<file path="src/rtl/intc_pkg.sv">
package intc_pkg;
  typedef enum logic [2:0] {
    OP_NONE,
    OP_PRIO,
    OP_SWSET,
    OP_SWCLR,
    OP_MASK,
    OP_ACK,
    OP_EOI
  } intc_op_e;
endpackage

</file>
<file path="src/rtl/intc_src_bank.sv">
module intc_src_bank #(
  parameter int NUM_SRC = 128,
  parameter int NUM_SW  = 8,
  parameter int PRIO_W  = 4,
  parameter int IDX_W   = 7,
  parameter int SW_W    = 3
) (
  input  logic                           clk,
  input  logic                           rst_n,
  input  logic                           prio_we,
  input  logic [IDX_W-1:0]               prio_idx,
  input  logic [PRIO_W-1:0]              prio_val,
  input  logic                           sw_set,
  input  logic                           sw_clr,
  input  logic [SW_W-1:0]                sw_idx,
  input  logic [NUM_SRC-NUM_SW-1:0]      irq_lines,
  output logic [NUM_SRC-1:0][PRIO_W-1:0] prio_tab,
  output logic [NUM_SRC-1:0][PRIO_W-1:0] eff_prio
);
  for (genvar i = 0; i < NUM_SRC; i++) begin : g_src
    logic [PRIO_W-1:0] lvl_q;
    logic              pend;

    always_ff @(posedge clk or negedge rst_n) begin
      if (!rst_n)                                  lvl_q <= '0;
      else if (prio_we && prio_idx == IDX_W'(i))   lvl_q <= prio_val;
    end

    if (i < NUM_SW) begin : g_sw
      logic flag_q;
      always_ff @(posedge clk or negedge rst_n) begin
        if (!rst_n)                                flag_q <= 1'b0;
        else if (sw_set && sw_idx == SW_W'(i))     flag_q <= 1'b1;
        else if (sw_clr && sw_idx == SW_W'(i))     flag_q <= 1'b0;
      end
      assign pend = flag_q;
    end else begin : g_hw
      assign pend = irq_lines[i-NUM_SW];
    end

    assign prio_tab[i] = lvl_q;
    assign eff_prio[i] = pend ? lvl_q : '0;
  end
endmodule

</file>
<file path="src/rtl/intc_arb.sv">
module intc_arb #(
  parameter int NUM_SRC = 128,
  parameter int PRIO_W  = 4,
  parameter int IDX_W   = 7
) (
  input  logic [NUM_SRC-1:0][PRIO_W-1:0] eff,
  output logic                           win_valid,
  output logic [PRIO_W-1:0]              win_prio,
  output logic [IDX_W-1:0]               win_idx
);
  localparam int LVLS = IDX_W;
  localparam int NPAD = 1 << LVLS;

  for (genvar l = 0; l <= LVLS; l++) begin : g_lvl
    localparam int W = NPAD >> l;
    logic [PRIO_W-1:0] p [W];
    logic [IDX_W-1:0]  x [W];
    for (genvar j = 0; j < W; j++) begin : g_node
      if (l == 0) begin : g_leaf
        if (j < NUM_SRC) begin : g_real
          assign p[j] = eff[j];
        end else begin : g_pad
          assign p[j] = '0;
        end
        assign x[j] = IDX_W'(j);
      end else begin : g_cmp
        logic [PRIO_W-1:0] lp, rp;
        logic              take_r;
        assign lp     = g_lvl[l-1].p[2*j];
        assign rp     = g_lvl[l-1].p[2*j+1];
        assign take_r = rp > lp;
        assign p[j]   = take_r ? rp : lp;
        assign x[j]   = take_r ? g_lvl[l-1].x[2*j+1] : g_lvl[l-1].x[2*j];
      end
    end
  end

  assign win_prio  = g_lvl[LVLS].p[0];
  assign win_idx   = g_lvl[LVLS].x[0];
  assign win_valid = win_prio != '0;
endmodule

</file>
<file path="src/rtl/intc_prio_stack.sv">
module intc_prio_stack #(
  parameter int PRIO_W  = 4,
  parameter int DEPTH   = 16,
  parameter int DEPTH_W = 5
) (
  input  logic               clk,
  input  logic               rst_n,
  input  logic               push,
  input  logic [PRIO_W-1:0]  push_val,
  input  logic               pop,
  input  logic               load,
  input  logic [PRIO_W-1:0]  load_val,
  output logic [PRIO_W-1:0]  cur,
  output logic [DEPTH_W-1:0] depth,
  output logic               full,
  output logic               empty
);
  localparam int PTR_W = (DEPTH > 1) ? $clog2(DEPTH) : 1;

  logic [PRIO_W-1:0] mem [DEPTH];
  logic [PTR_W-1:0]  wr_ptr, rd_ptr;

  assign full   = depth == DEPTH_W'(DEPTH);
  assign empty  = depth == '0;
  assign wr_ptr = depth[PTR_W-1:0];
  assign rd_ptr = PTR_W'(depth - 1'b1);

  always_ff @(posedge clk or negedge rst_n) begin
    if (!rst_n) begin
      cur   <= '0;
      depth <= '0;
      for (int k = 0; k < DEPTH; k++) mem[k] <= '0;
    end else if (push && !full) begin
      mem[wr_ptr] <= cur;
      cur         <= push_val;
      depth       <= depth + 1'b1;
    end else if (pop && !empty) begin
      cur   <= mem[rd_ptr];
      depth <= depth - 1'b1;
    end else if (load) begin
      cur <= load_val;
    end
  end
endmodule

</file>
<file path="src/rtl/prio_vec_intc.sv">
module prio_vec_intc #(
  parameter int NUM_SRC     = 128,
  parameter int NUM_SW      = 8,
  parameter int PRIO_W      = 4,
  parameter int VEC_W       = 9,
  parameter int STACK_DEPTH = 16,
  parameter int ADDR_W      = 8,
  parameter int DATA_W      = 8
) (
  input  logic                      clk,
  input  logic                      rst_n,
  input  logic                      reg_wr_en,
  input  logic [ADDR_W-1:0]         reg_addr,
  input  logic [DATA_W-1:0]         reg_wdata,
  input  logic [NUM_SRC-NUM_SW-1:0] irq_lines,
  input  logic                      nmi_in,
  output logic                      irq_req,
  output logic [VEC_W-1:0]          irq_vector,
  output logic [PRIO_W-1:0]         cur_prio,
  output logic                      crit_irq
);
  import intc_pkg::*;

  localparam int IDX_W   = $clog2(NUM_SRC);
  localparam int SW_W    = $clog2(NUM_SW);
  localparam int DEPTH_W = $clog2(STACK_DEPTH + 1);
  localparam logic [ADDR_W-1:0] A_SWSET = ADDR_W'(NUM_SRC);
  localparam logic [ADDR_W-1:0] A_SWCLR = ADDR_W'(NUM_SRC + 1);
  localparam logic [ADDR_W-1:0] A_MASK  = ADDR_W'(NUM_SRC + 2);
  localparam logic [ADDR_W-1:0] A_ACK   = ADDR_W'(NUM_SRC + 3);
  localparam logic [ADDR_W-1:0] A_EOI   = ADDR_W'(NUM_SRC + 4);

  intc_op_e                      op;
  logic [NUM_SRC-1:0][PRIO_W-1:0] prio_tab, eff_prio;
  logic                          arb_valid;
  logic [PRIO_W-1:0]             arb_prio;
  logic [IDX_W-1:0]              arb_idx;
  logic                          irq_q;
  logic [VEC_W-1:0]              vec_q;
  logic [PRIO_W-1:0]             cur_q, ack_prio;
  logic [DEPTH_W-1:0]            stk_depth;
  logic                          stk_full, stk_empty, ack_ok;

  always_comb begin
    op = OP_NONE;
    if (reg_wr_en) begin
      if (reg_addr < A_SWSET) op = OP_PRIO;
      else begin
        case (reg_addr)
          A_SWSET: op = OP_SWSET;
          A_SWCLR: op = OP_SWCLR;
          A_MASK:  op = OP_MASK;
          A_ACK:   op = OP_ACK;
          A_EOI:   op = OP_EOI;
          default: op = OP_NONE;
        endcase
      end
    end
  end

  intc_src_bank #(
    .NUM_SRC(NUM_SRC), .NUM_SW(NUM_SW), .PRIO_W(PRIO_W),
    .IDX_W(IDX_W), .SW_W(SW_W)
  ) u_bank (
    .clk       (clk),
    .rst_n     (rst_n),
    .prio_we   (op == OP_PRIO),
    .prio_idx  (reg_addr[IDX_W-1:0]),
    .prio_val  (reg_wdata[PRIO_W-1:0]),
    .sw_set    (op == OP_SWSET),
    .sw_clr    (op == OP_SWCLR),
    .sw_idx    (reg_wdata[SW_W-1:0]),
    .irq_lines (irq_lines),
    .prio_tab  (prio_tab),
    .eff_prio  (eff_prio)
  );

  intc_arb #(.NUM_SRC(NUM_SRC), .PRIO_W(PRIO_W), .IDX_W(IDX_W)) u_arb (
    .eff       (eff_prio),
    .win_valid (arb_valid),
    .win_prio  (arb_prio),
    .win_idx   (arb_idx)
  );

  assign ack_prio = prio_tab[vec_q[IDX_W-1:0]];
  assign ack_ok   = (op == OP_ACK) && irq_q && !stk_full;

  intc_prio_stack #(.PRIO_W(PRIO_W), .DEPTH(STACK_DEPTH), .DEPTH_W(DEPTH_W)) u_stack (
    .clk      (clk),
    .rst_n    (rst_n),
    .push     (ack_ok),
    .push_val (ack_prio),
    .pop      (op == OP_EOI),
    .load     (op == OP_MASK),
    .load_val (reg_wdata[PRIO_W-1:0]),
    .cur      (cur_q),
    .depth    (stk_depth),
    .full     (stk_full),
    .empty    (stk_empty)
  );

  always_ff @(posedge clk or negedge rst_n) begin
    if (!rst_n) begin
      irq_q <= 1'b0;
      vec_q <= '0;
    end else begin
      irq_q <= arb_valid && (arb_prio > cur_q);
      if (arb_valid && (arb_prio > cur_q)) vec_q <= VEC_W'(arb_idx);
    end
  end

  assign irq_req    = irq_q;
  assign irq_vector = vec_q;
  assign cur_prio   = cur_q;
  assign crit_irq   = nmi_in;

  logic unused_bits;
  assign unused_bits = ^{reg_wdata[DATA_W-1:PRIO_W], vec_q[VEC_W-1:IDX_W], stk_empty, stk_depth};
endmodule

</file>
<file path="config.mk">
export PLATFORM = sky130hd
export DESIGN_NAME = prio_vec_intc
export DESIGN_NICKNAME = d
export VERILOG_FILES = /design/src/rtl/intc_pkg.sv /design/src/rtl/intc_src_bank.sv /design/src/rtl/intc_arb.sv /design/src/rtl/intc_prio_stack.sv /design/src/rtl/prio_vec_intc.sv
export SDC_FILE = /design/constraint.sdc
export NUM_CORES = 2
export LEC_CHECK = 0
export BUFFER_PORTS_ARGS = -buffer_cell sky130_fd_sc_hd__buf_4
export CAP_MARGIN = 25
export CELL_PAD_IN_SITES_DETAIL_PLACEMENT = 1
export CELL_PAD_IN_SITES_GLOBAL_PLACEMENT = 1
export CORE_UTILIZATION = 56
export CTS_BUF_LIST = sky130_fd_sc_hd__clkbuf_8
export DETAILED_ROUTE_END_ITERATION = 8
export PLACE_DENSITY_LB_ADDON = 0.12
export SYNTH_ARGS = -nofsm -noshare
export SYNTH_HDL_FRONTEND = slang
export SYNTH_SLANG_ARGS = --single-unit
</file>
<file path="constraint.sdc">
create_clock -name clk -period 21.3 [get_ports clk]
set_input_delay 1.065 -clock clk [delete_from_list [all_inputs] [get_ports clk]]
set_output_delay 1.065 -clock clk [all_outputs]
set_load 0.01 [all_outputs]
</file>
Word level (Yosys, flattened, before mapping)
Index checks and enable logic that the tools add are counted.

Register bits: 601. Output and inout bits: 15. Word-level logic and storage cells: 1019.

Add/sub/neg operators: 2. Order comparisons: 133. Eq/ne operators: 146. Multiplexer cells: 414. Bitwise logic cells: 2. Reductions and logical operators: 166.

Operators by type and width (number): two-way mux 4 bit (262); > comparator 4 bit (128); == test 7 bit (second input constant) (64); two-way mux 7 bit (63); == test 7 x 6 -> 1 bit (second input constant) (32); logical AND 1 bit (150); == test 7 x 5 -> 1 bit (second input constant) (16); two-way mux 1 bit (80); bitwise mux 64 bit (1); == test 7 x 4 -> 1 bit (second input constant) (8); == test 8 bit (second input constant) (5); binary-select mux 4 bit (select 7 bit) (1); == test 7 x 3 -> 1 bit (second input constant) (4); == test 3 bit (second input constant) (7); nonzero test 2 bit (9); binary-select mux 4 bit (select 4 bit) (1); demux 4 bit (select 4 bit) (1); one-hot mux 3 bit (5 select lines) (1); == test 7 x 2 -> 1 bit (second input constant) (2); == test 3 x 2 -> 1 bit (second input constant) (4); >= comparator 5 bit (second input constant) (2); two-way mux 5 bit (2); inverter 4 -> 5 bit (2); less-than comparator 7 x 8 -> 1 bit (second input constant) (1); other kinds (14) (17).

Depth between registers and ports, before layout
Depth in word-level cells: 17. Mapped depth: 75.

Modules after synthesis
A second synthesis with hierarchy kept.

Cell total of the unflattened synthesis: 5213. Area total of the unflattened synthesis: 52524.1 um^2.

Modules (own cells, without submodules): intc_src_bank (instances 1, cells an instance 1849, area an instance 23864.1 um^2); intc_arb (instances 1, cells an instance 2856, area an instance 20568.5 um^2); prio_vec_intc (instances 1, cells an instance 258, area an instance 4476.8 um^2); intc_prio_stack (instances 1, cells an instance 250, area an instance 3614.7 um^2).

Worst setup path after synthesis
Ideal clock, no wire load.

Kind: input-to-reg. From: input irq_lines[107]. To: register vec_q[5] (netlist: irq_vector[5]). Library setup time: 0.125 ns. Arrival time: 12.938 ns. Slack: 8.237 ns. Cell stages on the path: 61. Path through: and2_1 -> ha_1 -> nand2_1 -> a311o_1 -> a22oi_1 -> nor2_1 -> o21ai_0 -> inv_1 -> ha_1 -> o21ai_0 -> a21o_1 -> maj3_1 -> a22oi_1 -> o21ai_0 -> ha_1 -> inv_1 -> or4_1 -> a22oi_1 -> [25 not listed] -> nand2_1 -> o21ai_0 -> ha_1 -> o21ai_0 -> nand2b_1 -> a21oi_1 -> a41o_1 -> buf_1 -> inv_1 -> a221o_1 -> ha_1 -> nor2b_1 -> o21ai_0 -> nand2b_1 -> a21oi_1 -> a41o_1 -> a41oi_4 -> mux2_4.

Cells in the longest elaborated chain, start to end: 17.

RTL lines: start, declared (RTL line prio_vec_intc.sv:15) `input logic [NUM_SRC-NUM_SW-1:0] irq_lines,`; two-way mux 4 bit (*) (RTL line intc_src_bank.sv:42) `assign eff_prio[i] = pend ? lvl_q : '0;`; > comparator 4 bit (RTL line intc_arb.sv:31) `assign take_r = rp > lp;`; two-way mux 4 bit (*) (RTL line intc_arb.sv:32) `assign p[j] = take_r ? rp : lp;`; > comparator 4 bit (RTL line intc_arb.sv:31); two-way mux 4 bit (*) (RTL line intc_arb.sv:32); > comparator 4 bit (RTL line intc_arb.sv:31); two-way mux 4 bit (RTL line intc_arb.sv:32); > comparator 4 bit (RTL line intc_arb.sv:31); two-way mux 4 bit (RTL line intc_arb.sv:32); > comparator 4 bit (RTL line intc_arb.sv:31); two-way mux 4 bit (RTL line intc_arb.sv:32); > comparator 4 bit (RTL line intc_arb.sv:31); two-way mux 4 bit (RTL line intc_arb.sv:32); > comparator 4 bit (RTL line intc_arb.sv:31); two-way mux 4 bit (RTL line intc_arb.sv:32); > comparator 4 bit or nonzero test 4 bit (tied branches) (RTL line prio_vec_intc.sv:108, intc_arb.sv:40); logical AND 1 bit (RTL line prio_vec_intc.sv:108) `if (arb_valid && (arb_prio > cur_q)) vec_q <= VEC_W'(arb_idx);`; end signal, assigned (RTL line prio_vec_intc.sv:108); end, declared (RTL line prio_vec_intc.sv:39) `logic [VEC_W-1:0] vec_q;`.

Mark *: on every way between the ends. The rest lies on a longest branch, timed or not. A chain may end at the register's enable or synchronous reset.

Worst setup path after layout
From: input irq_lines[107]. To: register vec_q[0] (netlist: irq_vector[0]).

Cells in the longest elaborated chain, start to end: 17.

RTL lines (RTL line): two-way mux 4 bit (*) (intc_src_bank.sv:42); > comparator 4 bit (intc_arb.sv:31); two-way mux 4 bit (intc_arb.sv:32); > comparator 4 bit (intc_arb.sv:31); two-way mux 4 bit (intc_arb.sv:32); > comparator 4 bit (intc_arb.sv:31); two-way mux 4 bit (intc_arb.sv:32); > comparator 4 bit (intc_arb.sv:31); two-way mux 4 bit (intc_arb.sv:32); > comparator 4 bit (intc_arb.sv:31); two-way mux 4 bit (intc_arb.sv:32); > comparator 4 bit (intc_arb.sv:31); two-way mux 4 bit (intc_arb.sv:32); > comparator 4 bit (intc_arb.sv:31); two-way mux 4 bit (intc_arb.sv:32); > comparator 4 bit or nonzero test 4 bit (tied branches) (prio_vec_intc.sv:108, intc_arb.sv:40); logical AND 1 bit (prio_vec_intc.sv:108).

Marks and branches as above.

==> impl_metrics.prom <==
# TYPE chip_impl_metric gauge
chip_impl_metric{name="netlist_area",unit="mm^2"} 0.0511
chip_impl_metric{name="finalCritPeriodShare",unit=""} 0.745
chip_impl_metric{name="antenna_left",unit=""} 0
chip_impl_metric{name="postCtsSetupRepairBufs",unit=""} 0
chip_impl_metric{name="cts-hold-fix-buffers",unit=""} 0
chip_impl_metric{name="clkSinkCount",unit=""} 601
chip_impl_metric{name="layout.nets",unit=""} 6021
chip_impl_metric{name="setup-tns-final",unit="ns"} 0
chip_impl_metric{name="numPlacedInstances",unit=""} 6598
chip_impl_metric{name="vias",unit=""} 46000
chip_impl_metric{name="insertion_delay",unit="ns"} 0.80
chip_impl_metric{name="grt_max_degree",unit=""} 145
chip_impl_info{name="rsz_0062_raised_after_global_routing",value="no"} 1
chip_impl_metric{name="tightest_slew",unit="ns"} 1.16
chip_impl_info{name="root_buffer",value="sky130_fd_sc_hd__clkbuf_8"} 1
chip_impl_metric{name="number_of_enable_flip_flop_cells_after_synthesis",unit=""} 0
chip_impl_metric{name="cp_data_required_time",unit="ns"} 21.96
chip_impl_metric{name="grt_antenna_before_repair",unit=""} 17
chip_impl_metric{name="post_synth_inst_count",unit=""} 5429
chip_impl_metric{name="ir_worst_vdd",unit="mV"} 0.252
chip_impl_metric{name="drive_gt1_frac",unit=""} 0.225
chip_impl_info{name="tritoncts",value="done"} 1
chip_impl_metric{name="synth.lib_cells_used.distinct",unit=""} 132
chip_impl_metric{name="synth.yosys.seq_area_share",unit=""} 0.295
chip_impl_metric{name="avgSynthCellArea",unit="um^2"} 9.40
chip_impl_info{name="cp-start-kind",value="input port"} 1
chip_impl_metric{name="wirelength_routed",unit="mm"} 177
chip_impl_metric{name="count_of_routing_violations_after_the_opening_detailed_route_iteration",unit=""} 3602
chip_impl_metric{name="port-buffer-count",unit=""} 146
chip_impl_info{name="cp_common_cell",value="sky130_fd_sc_hd__ha_1"} 1
chip_impl_metric{name="first_global_vias",unit=""} 48600
chip_impl_metric{name="cts-buffers-inserted",unit=""} 107
chip_impl_metric{name="timing.final.max_slew_violations",unit=""} 0
chip_impl_metric{name="gp_congestion",unit=""} 0.932
chip_impl_info{name="endpoint_kind",value="flop"} 1
chip_impl_info{name="crit_slowest_cell",value="sky130_fd_sc_hd__o21ai_0"} 1
chip_impl_metric{name="power.density_cell_area",unit="mW/mm^2"} 102
chip_impl_metric{name="crit_path_max_incr_delay",unit="ns"} 0.64
chip_impl_metric{name="post_drt_wl_per_cell",unit="um"} 26.0
chip_impl_metric{name="instances_no_fill",unit=""} 6809
chip_impl_metric{name="report.final.setup_viol",unit=""} 0
chip_impl_metric{name="clock_skew",unit="ns"} 0.0278
chip_impl_metric{name="hpwl",unit="mm"} 130
chip_impl_info{name="run_status",value="completed"} 1
chip_impl_metric{name="clkSlewWorstSetupHoldPaths",unit="ns"} 0.06
chip_impl_metric{name="ys_seq_elements",unit=""} 601
chip_impl_metric{name="design.core.area",unit="mm^2"} 0.0901
chip_impl_metric{name="timing.fmax",unit="MHz"} 63.1
chip_impl_metric{name="worst_slew_margin_rel",unit=""} 0.221
chip_impl_metric{name="core.rowCount",unit=""} 110
chip_impl_metric{name="start_util",unit=""} 0.566
chip_impl_metric{name="grt_pass1_wl",unit="mm"} 279
chip_impl_metric{name="grt.total_usage",unit=""} 0.381
chip_impl_metric{name="crit_path_max_fanout",unit=""} 17
chip_impl_metric{name="cts-root-to-sink-buffers",unit=""} 3
chip_impl_info{name="ys_dominant_reg_cell",value="sky130_fd_sc_hd__dfrtp_1"} 1
chip_impl_info{name="timing.setup.critical_path_class",value="in -> reg"} 1
chip_impl_metric{name="total_chip_power",unit="mW"} 5.67
chip_impl_metric{name="synth-async-reset-ratio",unit=""} 1.00
chip_impl_metric{name="dieHeight",unit="um"} 304
chip_impl_metric{name="die-width",unit="um"} 304
chip_impl_metric{name="drt_pre_antenna_iters",unit=""} 6
chip_impl_metric{name="timing.critical_path.arrival",unit="ns"} 16.52
chip_impl_metric{name="cts_repair_resize_count",unit=""} 0
chip_impl_metric{name="floorplan.die_area",unit="mm^2"} 0.0924
chip_impl_metric{name="avgViaCountPerCell",unit=""} 6.76
chip_impl_metric{name="detail_route.drc_violations",unit=""} 0
chip_impl_metric{name="h-tree-depth",unit=""} 3
chip_impl_metric{name="post-route-min-period",unit="ns"} 15.86
chip_impl_metric{name="area_delta_synth_final",unit="%"} 9.02
chip_impl_metric{name="max_cap_violation_count",unit=""} 0
chip_impl_metric{name="yosys_warnings",unit=""} 0
chip_impl_metric{name="grt.overflow.total",unit=""} 0
chip_impl_info{name="min-delay-path-class",value="in -> async"} 1
chip_impl_metric{name="p_leak",unit="nW"} 26.1
chip_impl_metric{name="floorplan.io_pins",unit=""} 155
chip_impl_metric{name="number_of_failing_hold_endpoints_at_the_final_stage",unit=""} 0
-- cell usage in the layout (no fill, tap or decap), types with 25 or more instances in the layout --
master | Yosys | layout
sky130_fd_sc_hd__nand2_1 | 830 | 830
sky130_fd_sc_hd__dfrtp_1 | 601 | 598
sky130_fd_sc_hd__mux2_2 | 580 | 580
sky130_fd_sc_hd__ha_1 | 344 | 344
sky130_fd_sc_hd__inv_1 | 313 | 340
sky130_fd_sc_hd__o21ai_0 | 334 | 334
sky130_fd_sc_hd__nor2_1 | 300 | 299
sky130_fd_sc_hd__a21oi_1 | 246 | 246
sky130_fd_sc_hd__mux4_2 | 188 | 188
sky130_fd_sc_hd__mux2i_1 | 182 | 182
sky130_fd_sc_hd__buf_4 | 7 | 163
sky130_fd_sc_hd__and2_1 | 140 | 140
sky130_fd_sc_hd__clkbuf_8 | 0 | 137
sky130_fd_sc_hd__nand3_1 | 118 | 118
sky130_fd_sc_hd__a31oi_1 | 88 | 88
sky130_fd_sc_hd__a21o_1 | 57 | 57
sky130_fd_sc_hd__nand2b_1 | 50 | 50
sky130_fd_sc_hd__nor2b_1 | 47 | 47
sky130_fd_sc_hd__a211oi_1 | 44 | 44
sky130_fd_sc_hd__o21a_1 | 41 | 41
sky130_fd_sc_hd__nor3_1 | 43 | 40
sky130_fd_sc_hd__o211ai_1 | 37 | 37
sky130_fd_sc_hd__nand4_1 | 36 | 36
sky130_fd_sc_hd__or2_2 | 29 | 29
sky130_fd_sc_hd__xnor2_1 | 28 | 28
sky130_fd_sc_hd__o22ai_1 | 26 | 26
sky130_fd_sc_hd__a22oi_1 | 25 | 25
-- report_power, final --
group	internal (mW)	switching [mW]	leakage (nW)
clock	0.688	0.550	1.34
sequential	1.22	0.104	8.27
combinational	1.27	1.84	16.5
total	3.17	2.49	26.1
-- metrics by stage --
stage                     worst slack, ns  cell area (um^2)  utilization  hold slack (ns)
after global routing                 4.46             55700        0.617            0.373
after floorplan                      8.24             51100            -            0.445
final                                5.44             55700        0.617            0.313
after CTS                            5.60             55500        0.616            0.347
after global placement               5.36             53100        0.589            0.456
after detailed placement             4.82             53100        0.589            0.470
-- area by class of cell --
type                       count  area, um^2
multi-input combinational   4338       34100
tap                         1176        1470
antenna                       10        25.0
clock buffer                 137        1890
timing repair buffer         173        1400
fill                       10100       34500
sequential                   601       15000
inverter                     316        1190
clock inverter                58         522
-- critical path, delay by kind of cell --
kind,cells,cell delay [ns]
AO/OA/AOI/OAI,28,8.19
adder cells (fa/ha/maj),9,2.99
multiplexers,5,1.64
AND/OR/NAND/NOR,11,1.95
buffers and inverters,6,0.66
-- state kept, by name, indices dropped and copies added (netlist names) --
signal / cells
u_stack.depth: 5
irq_req: 1
irq_vector: 7
u_stack.mem: 64
u_stack.cur: 4
u_bank.g_src.lvl_q: 512
u_bank.g_src.g_sw.flag_q: 8
-- routing by layer --
metal	routed length (um)	part of all wire	global-route usage	vias up
met4	7590	0.043	0.174	12
met2	84400	0.48	0.625	1668
met1	72400	0.41	0.482	23500
li1	-	-	-	20400
met3	12800	0.072	0.0826	481
met5	85	0.00048	0	-
-- cells in the mapped netlist, drive strengths merged (15+ instances only) --
cell type / n / area [um^2]
o22ai: 30 / 213
a22oi: 29 / 238
ha: 344 / 4300
a211oi: 48 / 380
nor2: 302 / 1140
o21a: 41 / 308
a32oi: 17 / 179
a21o: 57 / 428
a31oi: 91 / 588
nor3b: 17 / 144
nand4: 36 / 225
o21bai: 19 / 143
o31ai: 21 / 185
nand3: 119 / 608
mux2: 592 / 6700
dfrtp: 601 / 15000
nand2b: 50 / 313
a41oi: 19 / 200
and3: 24 / 150
inv: 315 / 1180
a21oi: 251 / 1290
or2: 31 / 194
a211o: 15 / 131
o22a: 15 / 133
o21ai: 355 / 1780
xnor2: 28 / 245
a22o: 15 / 133
and2: 140 / 876
a41o: 17 / 170
nor3: 43 / 215
mux2i: 185 / 1870
o211ai: 41 / 328
clkbuf: 137 / 517
buf: 38 / 230
nand2: 832 / 3130
nor2b: 47 / 294
a31o: 28 / 245
or3: 15 / 98.8
mux4: 188 / 4230
-- cells by family after synthesis --
kind of cell / after synthesis / share of synthesized area
adder cells (fa/ha/maj): 358 / 0.0871
AND/OR/NAND/NOR: 1705 / 0.153
XOR/XNOR: 33 / 0.00566
flip-flops: 601 / 0.295
buffers and inverters: 491 / 0.0379
multiplexers: 965 / 0.251
other: 1 / 0.0000735
AO/OA/AOI/OAI: 1275 / 0.171
-- worst paths after layout --
path,to,slack [ns],startpoint,cells past startpoint
max,irq_vector[0]$_DFFE_PN0P_,5.44,irq_lines[107],59
min,u_bank.g_src[102].lvl_q[1]$_DFFE_PN0P_,0.31,rst_n,1
max reg2reg,irq_vector[0]$_DFFE_PN0P_,5.46,u_bank.g_src[115].lvl_q[3]$_DFFE_PN0P_,58
min reg2reg,u_stack.mem[25]$_DFFE_PN0P_,0.48,u_stack.mem[25]$_DFFE_PN0P_,2
max in group asynchronous,u_bank.g_src[46].lvl_q[2]$_DFFE_PN0P_,18.72,rst_n,3
min in group clk,u_stack.mem[25]$_DFFE_PN0P_,0.48,u_stack.mem[25]$_DFFE_PN0P_,2
Note: power is estimated with default switching activity, not from simulation.
